**src/rtl/pcu_pkg.sv**
```systemverilog
package pcu_pkg;
  typedef struct packed {
    logic exc;
    logic irq;
    logic ret;
    logic br;
  } pcu_evt_t;

  typedef enum logic [2:0] {
    SEL_SEQ, SEL_HOLD, SEL_BR, SEL_RET, SEL_IRQ, SEL_EXC
  } pcu_sel_e;
endpackage

```
**src/rtl/pcu_evt_latch.sv**
```systemverilog
module pcu_evt_latch
  import pcu_pkg::*;
#(
  parameter int unsigned AW = 32
) (
  input  logic          clk_i,
  input  logic          rst_ni,
  input  logic          slot_i,
  input  pcu_evt_t      raw_i,
  input  logic          irq_ack_i,
  input  logic [AW-1:0] br_target_i,
  output pcu_evt_t      eff_o,
  output logic [AW-1:0] tgt_o
);
  pcu_evt_t      flags_q;
  logic [AW-1:0] tgt_q;

  always_comb begin
    eff_o     = flags_q | raw_i;
    eff_o.irq = (flags_q.irq | raw_i.irq) & ~irq_ack_i;
    tgt_o     = raw_i.br ? br_target_i : tgt_q;
  end

  always_ff @(posedge clk_i or negedge rst_ni) begin
    if (!rst_ni) begin
      flags_q <= '0;
      tgt_q   <= '0;
    end else begin
      flags_q <= slot_i ? '0 : eff_o;  // slot consumes everything
      if (raw_i.br) tgt_q <= br_target_i;
    end
  end

  p_drop_after_slot_r10: assert property (@(posedge clk_i) disable iff (!rst_ni)
    slot_i |=> (flags_q == '0));
endmodule

```
**src/rtl/pcu_target_sel.sv**
```systemverilog
module pcu_target_sel
  import pcu_pkg::*;
#(
  parameter int unsigned AW    = 32,
  parameter int unsigned ALIGN = 2
) (
  input  pcu_evt_t      eff_i,
  input  logic          hold_i,
  input  logic [AW-1:0] pc_i,
  input  logic [AW-1:0] tgt_i,
  input  logic [AW-1:0] trap_base_i,
  input  logic [AW-1:0] epc_i,
  output pcu_sel_e      sel_o,
  output logic [AW-1:0] next_o
);
  localparam logic [AW-1:0] STEP = AW'(1) << ALIGN;
  localparam logic [AW-1:0] MASK = ~((AW'(1) << ALIGN) - AW'(1));

  logic [AW-1:0] raw_next;

  always_comb begin
    if      (eff_i.exc) sel_o = SEL_EXC;
    else if (eff_i.irq) sel_o = SEL_IRQ;
    else if (eff_i.ret) sel_o = SEL_RET;
    else if (eff_i.br)  sel_o = SEL_BR;
    else if (hold_i)    sel_o = SEL_HOLD;
    else                sel_o = SEL_SEQ;

    unique case (sel_o)
      SEL_EXC, SEL_IRQ: raw_next = trap_base_i;
      SEL_RET:          raw_next = epc_i;
      SEL_BR:           raw_next = tgt_i;
      SEL_HOLD:         raw_next = pc_i;
      default:          raw_next = pc_i + STEP;
    endcase
    next_o = raw_next & MASK;
  end
endmodule

```
**src/rtl/pc_next_unit.sv**
```systemverilog
module pc_next_unit
  import pcu_pkg::*;
#(
  parameter int unsigned   AW        = 32,
  parameter logic [AW-1:0] BOOT_ADDR = 32'h0000_0100
) (
  input  logic          clk_i,
  input  logic          rst_ni,
  input  logic          slot_i,
  input  logic          br_set_i,
  input  logic [AW-1:0] br_target_i,
  input  logic          br_wait_i,
  input  logic          exc_set_i,
  input  logic          ret_set_i,
  input  logic          irq_pend_i,
  input  logic          irq_ack_i,
  input  logic [AW-1:0] trap_base_i,
  input  logic [AW-1:0] epc_i,
  output logic [AW-1:0] pc_o
);
  localparam int unsigned   ALIGN = 2;
  localparam logic [AW-1:0] MASK  = ~((AW'(1) << ALIGN) - AW'(1));
  localparam logic [AW-1:0] STEP  = AW'(1) << ALIGN;

  pcu_evt_t      raw, eff;
  pcu_sel_e      sel;
  logic [AW-1:0] tgt, next_pc, pc_q;

  assign raw = '{exc: exc_set_i, irq: irq_pend_i, ret: ret_set_i, br: br_set_i};

  pcu_evt_latch #(.AW(AW)) u_latch (
    .clk_i, .rst_ni, .slot_i, .raw_i(raw), .irq_ack_i, .br_target_i,
    .eff_o(eff), .tgt_o(tgt)
  );

  pcu_target_sel #(.AW(AW), .ALIGN(ALIGN)) u_sel (
    .eff_i(eff), .hold_i(br_wait_i), .pc_i(pc_q), .tgt_i(tgt),
    .trap_base_i, .epc_i, .sel_o(sel), .next_o(next_pc)
  );

  always_ff @(posedge clk_i or negedge rst_ni) begin
    if (!rst_ni)     pc_q <= BOOT_ADDR & MASK;
    else if (slot_i) pc_q <= next_pc;
  end

  assign pc_o = pc_q;

  p_idle_stable_r2: assert property (@(posedge clk_i) disable iff (!rst_ni)
    !slot_i |=> $stable(pc_q));
  p_seq_step_r3: assert property (@(posedge clk_i) disable iff (!rst_ni)
    (slot_i && eff == '0 && !br_wait_i) |=> (pc_q == $past(pc_q) + STEP));
  p_exc_vector_r4: assert property (@(posedge clk_i) disable iff (!rst_ni)
    (slot_i && exc_set_i) |=> (pc_q == ($past(trap_base_i) & MASK)));
  p_ret_epc_r6: assert property (@(posedge clk_i) disable iff (!rst_ni)
    (slot_i && ret_set_i && !eff.exc && !eff.irq) |=> (pc_q == ($past(epc_i) & MASK)));
  p_wait_hold_r8: assert property (@(posedge clk_i) disable iff (!rst_ni)
    (slot_i && br_wait_i && eff == '0) |=> $stable(pc_q));
  p_aligned_r11: assert property (@(posedge clk_i) disable iff (!rst_ni)
    pc_q[1:0] == 2'b00);
endmodule

```
**config.mk**
```make
export PLATFORM = sky130hd
export DESIGN_NAME = pc_next_unit
export DESIGN_NICKNAME = d
export VERILOG_FILES = /design/src/rtl/pcu_pkg.sv /design/src/rtl/pcu_evt_latch.sv /design/src/rtl/pcu_target_sel.sv /design/src/rtl/pc_next_unit.sv
export SDC_FILE = /design/constraint.sdc
export NUM_CORES = 1
export LEC_CHECK = 0
export BUFFER_PORTS_ARGS = -buffer_cell sky130_fd_sc_hd__buf_4
export CORE_MARGIN = 1
export CORE_UTILIZATION = 40
export DETAILED_ROUTE_END_ITERATION = 12
export PLACE_DENSITY = 0.66
export RECOVER_POWER = 25
export SLEW_MARGIN = 20
export SYNTH_ARGS = -nofsm -noshare
export SYNTH_HDL_FRONTEND = slang
export SYNTH_SLANG_ARGS = --single-unit
```
**constraint.sdc**
```tcl
create_clock -name clk_i -period 4.35 [get_ports clk_i]
set_clock_uncertainty 0.15 [all_clocks]
set_input_delay 0.2175 -clock clk_i [delete_from_list [all_inputs] [get_ports clk_i]]
set_output_delay 0.2175 -clock clk_i [all_outputs]
set_load 0.005 [all_outputs]
```
; ---- Yosys cells after proc, flatten, opt, wreduce, memory -nomap -nowiden
; Cells that the tools add are included.
; W data, S select, Z words.
[op_classes]
n_bitwise = 5
n_eq_ne = 5
add_sub_neg = 1
n_reduce_logical = 2
mux = 8
[op_table]
columns = operator, count
row1 = $pmux W32 S4, 1
row2 = $add A32 B3 Y32 const B, 1
row3 = $mux W32, 1
row4 = $mux W3, 4
row5 = $eq A3 B2 Y1 const B, 2
row6 = $eq A3 B3 Y1 const B, 2
row7 = $mux W4, 1
row8 = $or A4 B4 Y4, 1
row9 = $eq A3 B1 Y1 const B, 1
row10 = $not A1 Y1, 2
row11 = $reduce_and A2 Y1, 1
row12 = $reduce_or A2 Y1, 1
row13 = $and A1 B1 Y1, 1
row14 = $mux W1, 1
row15 = $or A1 B1 Y1, 1
[word_totals]
inputBits = 105
wordCells = 27
ff_bits = 66
out_inout_bits = 32

; ---- Longest topological paths before layout
[depth]
depth_word = 8
mapped_depth = 8
depth_no_buf = 6

; ---- Hierarchy
; From an unflattened synthesis, not the netlist that was laid out.
[unflattened]
cells_unflattened = 371
hier_area_um2 = 4235.3
[by_module_without_submodules]
columns = mod, n_inst, area_each_um2, seq_area_each_um2, cells_per_inst
row1 = pcu_evt_latch, 1, 1502.7, 900.9, 81
row2 = pcu_target_sel, 1, 1386.3, 0.0, 222
row3 = pc_next_unit, 1, 1346.3, 802.0, 68

; ---- Worst setup path after synthesis
; Ideal clock, no wire load.
[synth_timing]
kind = reg-to-reg
from = register u_latch.flags_q[1] (netlist name)
to = register pc_q[26], in the netlist pc_o[26]
t_required_ns = 4.076
path_slack_ns = 2.271
setup_time_ns = 0.124
period_less_slack_ns = 2.079
arrival_ns = 1.805
path_stages_with_launch = 6
cell_sequence = dfrtp_1 or4_4 o41ai_4 buf_4 nor3_1 a211o_1
[synth_between]
elab_chain_len = 7
[synth_rtl]
columns = item, line_no
row1 = from (decl), pcu_evt_latch.sv:15  ; pcu_evt_t flags_q;
row2 = from (signal assigned), pcu_evt_latch.sv:29  ; flags_q <= slot_i ? '0 : eff_o;
row3 = $or A4 B4 Y4 *, pcu_evt_latch.sv:19  ; eff_o = flags_q | raw_i;
row4 = $mux W3 *, pcu_target_sel.sv:24  ; else if (eff_i.ret) sel_o = SEL_RET;
row5 = $mux W3 *, pcu_target_sel.sv:23  ; else if (eff_i.irq) sel_o = SEL_IRQ;
row6 = $mux W3 *, pcu_target_sel.sv:22  ; if (eff_i.exc) sel_o = SEL_EXC;
row7 = $eq A3 B3 Y1 / $eq A3 B1 Y1 (equally long branches), pcu_target_sel.sv:29  ; unique case (sel_o)
row8 = $reduce_or A2 Y1 / $not A1 Y1 (equally long branches), n/a
row9 = $pmux W32 S4 / $reduce_and A2 Y1 (equally long branches), n/a
row10 = to (signal assigned), pc_next_unit.sv:42  ; if (!rst_ni) pc_q <= BOOT_ADDR & MASK;
row11 = to (signal assigned), pc_next_unit.sv:43  ; else if (slot_i) pc_q <= next_pc;
row12 = to (decl), pc_next_unit.sv:27  ; logic [AW-1:0] tgt, next_pc, pc_q;
; Mark *: on every way between the ends. The rest lies on a longest branch, timed or not.
; A chain may end at the register's enable or synchronous reset.

; ---- Worst setup path in the final report
[layout_timing]
from = register u_latch.flags_q[0] (netlist name)
to = register pc_q[21], in the netlist pc_o[21]
[layout_between]
elab_chain_len = 8
[layout_rtl]
columns = item, line_no
row1 = $or A4 B4 Y4 *, pcu_evt_latch.sv:19
row2 = $mux W3 *, pcu_target_sel.sv:25  ; else if (eff_i.br) sel_o = SEL_BR;
row3 = $mux W3 *, pcu_target_sel.sv:24
row4 = $mux W3 *, pcu_target_sel.sv:23
row5 = $mux W3 *, pcu_target_sel.sv:22
row6 = $eq A3 B3 Y1 / $eq A3 B1 Y1 (equally long branches), pcu_target_sel.sv:29
row7 = $reduce_or A2 Y1 / $not A1 Y1 (equally long branches), n/a
row8 = $pmux W32 S4 / $reduce_and A2 Y1 (equally long branches), n/a
; Marks and branches as above.

==> flow_metrics.py <==
metrics = {
    "synth": {
        "syn_area_per_cell_um2": 9.33,
        "yosysUniqueCellTypes": 57,
        "synthFlopType": "dfrtp_1",
        "syn_area_mm2": 0.00387,
        "ys_ff_latch": 64,
        "synth_area_leaders": "dfrtp_1 (41%), mux2_2 (8.4%), a221oi_1 (3.8%)",
        "synth.top_cell.area_share_pct": 40.7,
        "yosysWarnings": 0,
        "synth_cells": 415,
        "synth_top_cell_by_area": "dfrtp_1",
        "synth_edf_count": 0,
        "yosysSeqAreaShare_pct": 41.4,
        "async_flop_share_pct": 100,
    },
    "floorplan": {
        "start_util_pct": 41.5,
        "io-pin-count": 137,
        "rows": 35,
        "core_area_mm2": 0.00933,
        "die-area_mm2": 0.0101,
        "die_y_um": 100,
        "die_w_um": 100,
    },
    "routing": {
        "routed_via_density": 5.67,
        "routed_wl_um": 12200,
        "drt_iter0_markers": 264,
        "wl_per_cell_um": 17.6,
        "num_vias": 3944,
        "drc": 0,
        "first_pass_iters": 4,
        "antenna_left": 0,
    },
    "cts": {
        "cts_resized": 0,
        "clkSinkCount": 64,
        "clk_transition_reported_paths_ps": 80,
        "cts_tree": "built",
        "clock_latency_ps": 340,
        "cts_max_level": 3,
        "cts_made_buffers": 9,
        "root_buffer": "clkbuf_8",
        "clockBufferDepth": 2,
    },
    "sta": {
        "setup_tns_ps": 0,
        "report.final.slew_viol_count": 65,
        "setup_viol": 0,
        "rsz0062_at_grt": "false",
        "maxSlewHeadroom_pct": -8.91,
        "hold_viol": 0,
        "fin_crit_ps": 2790,
        "fin_crit_sh_pct": 64.1,
        "tightest_slew_ps": 1630,
        "max_freq_mhz": 359,
    },
    "job": {
        "drv_cap": 1,
    },
    "global_routing": {
        "grt_pass1_vias": 3796,
        "grt_max_degree": 65,
        "grt_usage_pct": 25.2,
        "antenna_found_initial": 0,
        "grt_pass1_wl_um": 19300,
        "grt_overflow": 0,
    },
    "status": {
        "status": "complete, but fails checks",
        "violations": "capacitance limit, slew limit",
    },
    "critical_path": {
        "cp_max_fo": 15,
        "arrival_ps": 2890,
        "required_ps": 4460,
        "worst_setup_path_end_kind": "register",
        "critPathKind": "register to register",
        "worstSetupStartpointType": "register",
    },
    "power_and_ir_drop": {
        "leakagePower_uw": 0.00234,
        "irDropWorstVdd_v": 0.000149,
        "power.density_mw_per_mm2": 297,
    },
    "final_layout": {
        "layout_common_cells": "buf_4 (114), dfrtp_1 (63), nor2_1 (33), dlygate4sd3_1 (32), nand2_1 (31)",
        "finalNetCount": 670,
        "final_common_cell": "buf_4",
        "fin_cells": 695,
        "area_delta_synth_final_pct": 39.7,
        "final_layout_size_suffix_gt1_share_pct": 32.2,
        "antennaDiodeCount": 0,
    },
    "placed_design": {
        "gp_congestion": 0.870,
        "placed_cells": 650,
        "dp_hpwl_um": 8410,
        "port_buffers": 128,
    },
    "hold_path": {
        "holdCritPathClass": "primary input to register",
    },
}
registers in the layout, indices dropped and copies added (netlist names):
register         flops
pc_o                30
u_latch.tgt_q       30
u_latch.flags_q      4
report_power, final:
part / switching, uW / leakage, uW / internal (uW)
Combinational: 182 / 0.00149 / 210
Sequential: 68.4 / 0.000757 / 662
Clock: 222 / 0.0000935 / 260
Total: 472 / 0.00234 / 1130
what timing repair did:
| action | CTS | global route |
|---|---|---|
| buffers inserted | 0 | 0 |
| hold buffers | 32 | 0 |
| hold endpoints to repair | 95 | 0 |
critical path: stages, from the launching register on:
cell	delay (ps)
dfrtp_1	570
or4_4	540
nor4_4	710
nand2_1	240
o41a_1	370
o21ai_1	120
cell families after synthesis:
kind of cell    after synthesis  synth area share [%]
compound gates              140                  25.5
buf+inv                      41                  4.66
fa+ha+maj                     1                 0.323
simple gates                135                  18.5
other cells                   1                0.0969
mux                          33                  9.47
flops                        64                  41.4
area by class of cell:
class / instances / area (um^2)
Timing Repair Buffer: 169 / 1340
Fill cell: 838 / 3920
Inverter: 9 / 33.8
Sequential cell: 64 / 1600
Tap cell: 129 / 161
Clock buffer: 13 / 179
Multi-Input combinational cell: 311 / 2090
worst paths after layout:
kind | start | endpoint | slack, ps | cells past startpoint
max | u_latch.flags_q[0] | pc_o[21] | 1560 | 5
min | trap_base_i[29] | pc_o[29] | 20 | 3
max reg2reg | u_latch.flags_q[0] | pc_o[21] | 1560 | 5
min reg2reg | u_latch.tgt_q[27] | u_latch.tgt_q[27] | 340 | 1
max in group asynchronous | rst_ni | u_latch.tgt_q[2] | 2390 | 2
min in group asynchronous | rst_ni | u_latch.tgt_q[13] | 680 | 2
synthesized netlist by cell type, types with 3 or more instances:
master	number
o211ai_1	8
nand3_1	15
buf_4	4
a31oi_1	6
nor4_1	3
clkbuf_1	19
dfrtp_1	63
a31o_2	7
o21ai_0	28
mux2_2	29
nand2_1	31
nor2_1	34
nor3_1	8
a221oi_1	17
a22o_1	5
nand4_1	10
buf_2	9
o22ai_1	7
and2_1	3
o21ai_1	3
a21oi_1	27
or3_1	7
o31a_1	4
inv_1	9
mux2i_1	4
a211o_1	6
a221o_1	4
nand3b_1	4
per-layer routing:
layer	wire length (um)	global-route usage, %	vias to the layer above
met5	0	0	-
met4	248	8.70	0
met3	682	5.08	17
met2	6070	43.4	149
met1	5200	31.4	1901
li1	-	-	1877
through the flow:
step	setup slack [ps]	util (%)	hold WS, ps	total power (uW)	area [um^2]
2_1_floorplan	2270	-	-228	914	3870
3_3_place_gp	1600	52.7	231	1110	4920
3_5_place_dp	1570	52.7	231	1120	4920
4_1_cts	1610	58.1	15.7	1620	5420
5_1_grt	1440	57.9	36.3	1690	5410
6_report	1560	57.9	22.1	1610	5410
Note: power is estimated with default switching activity, not from simulation.
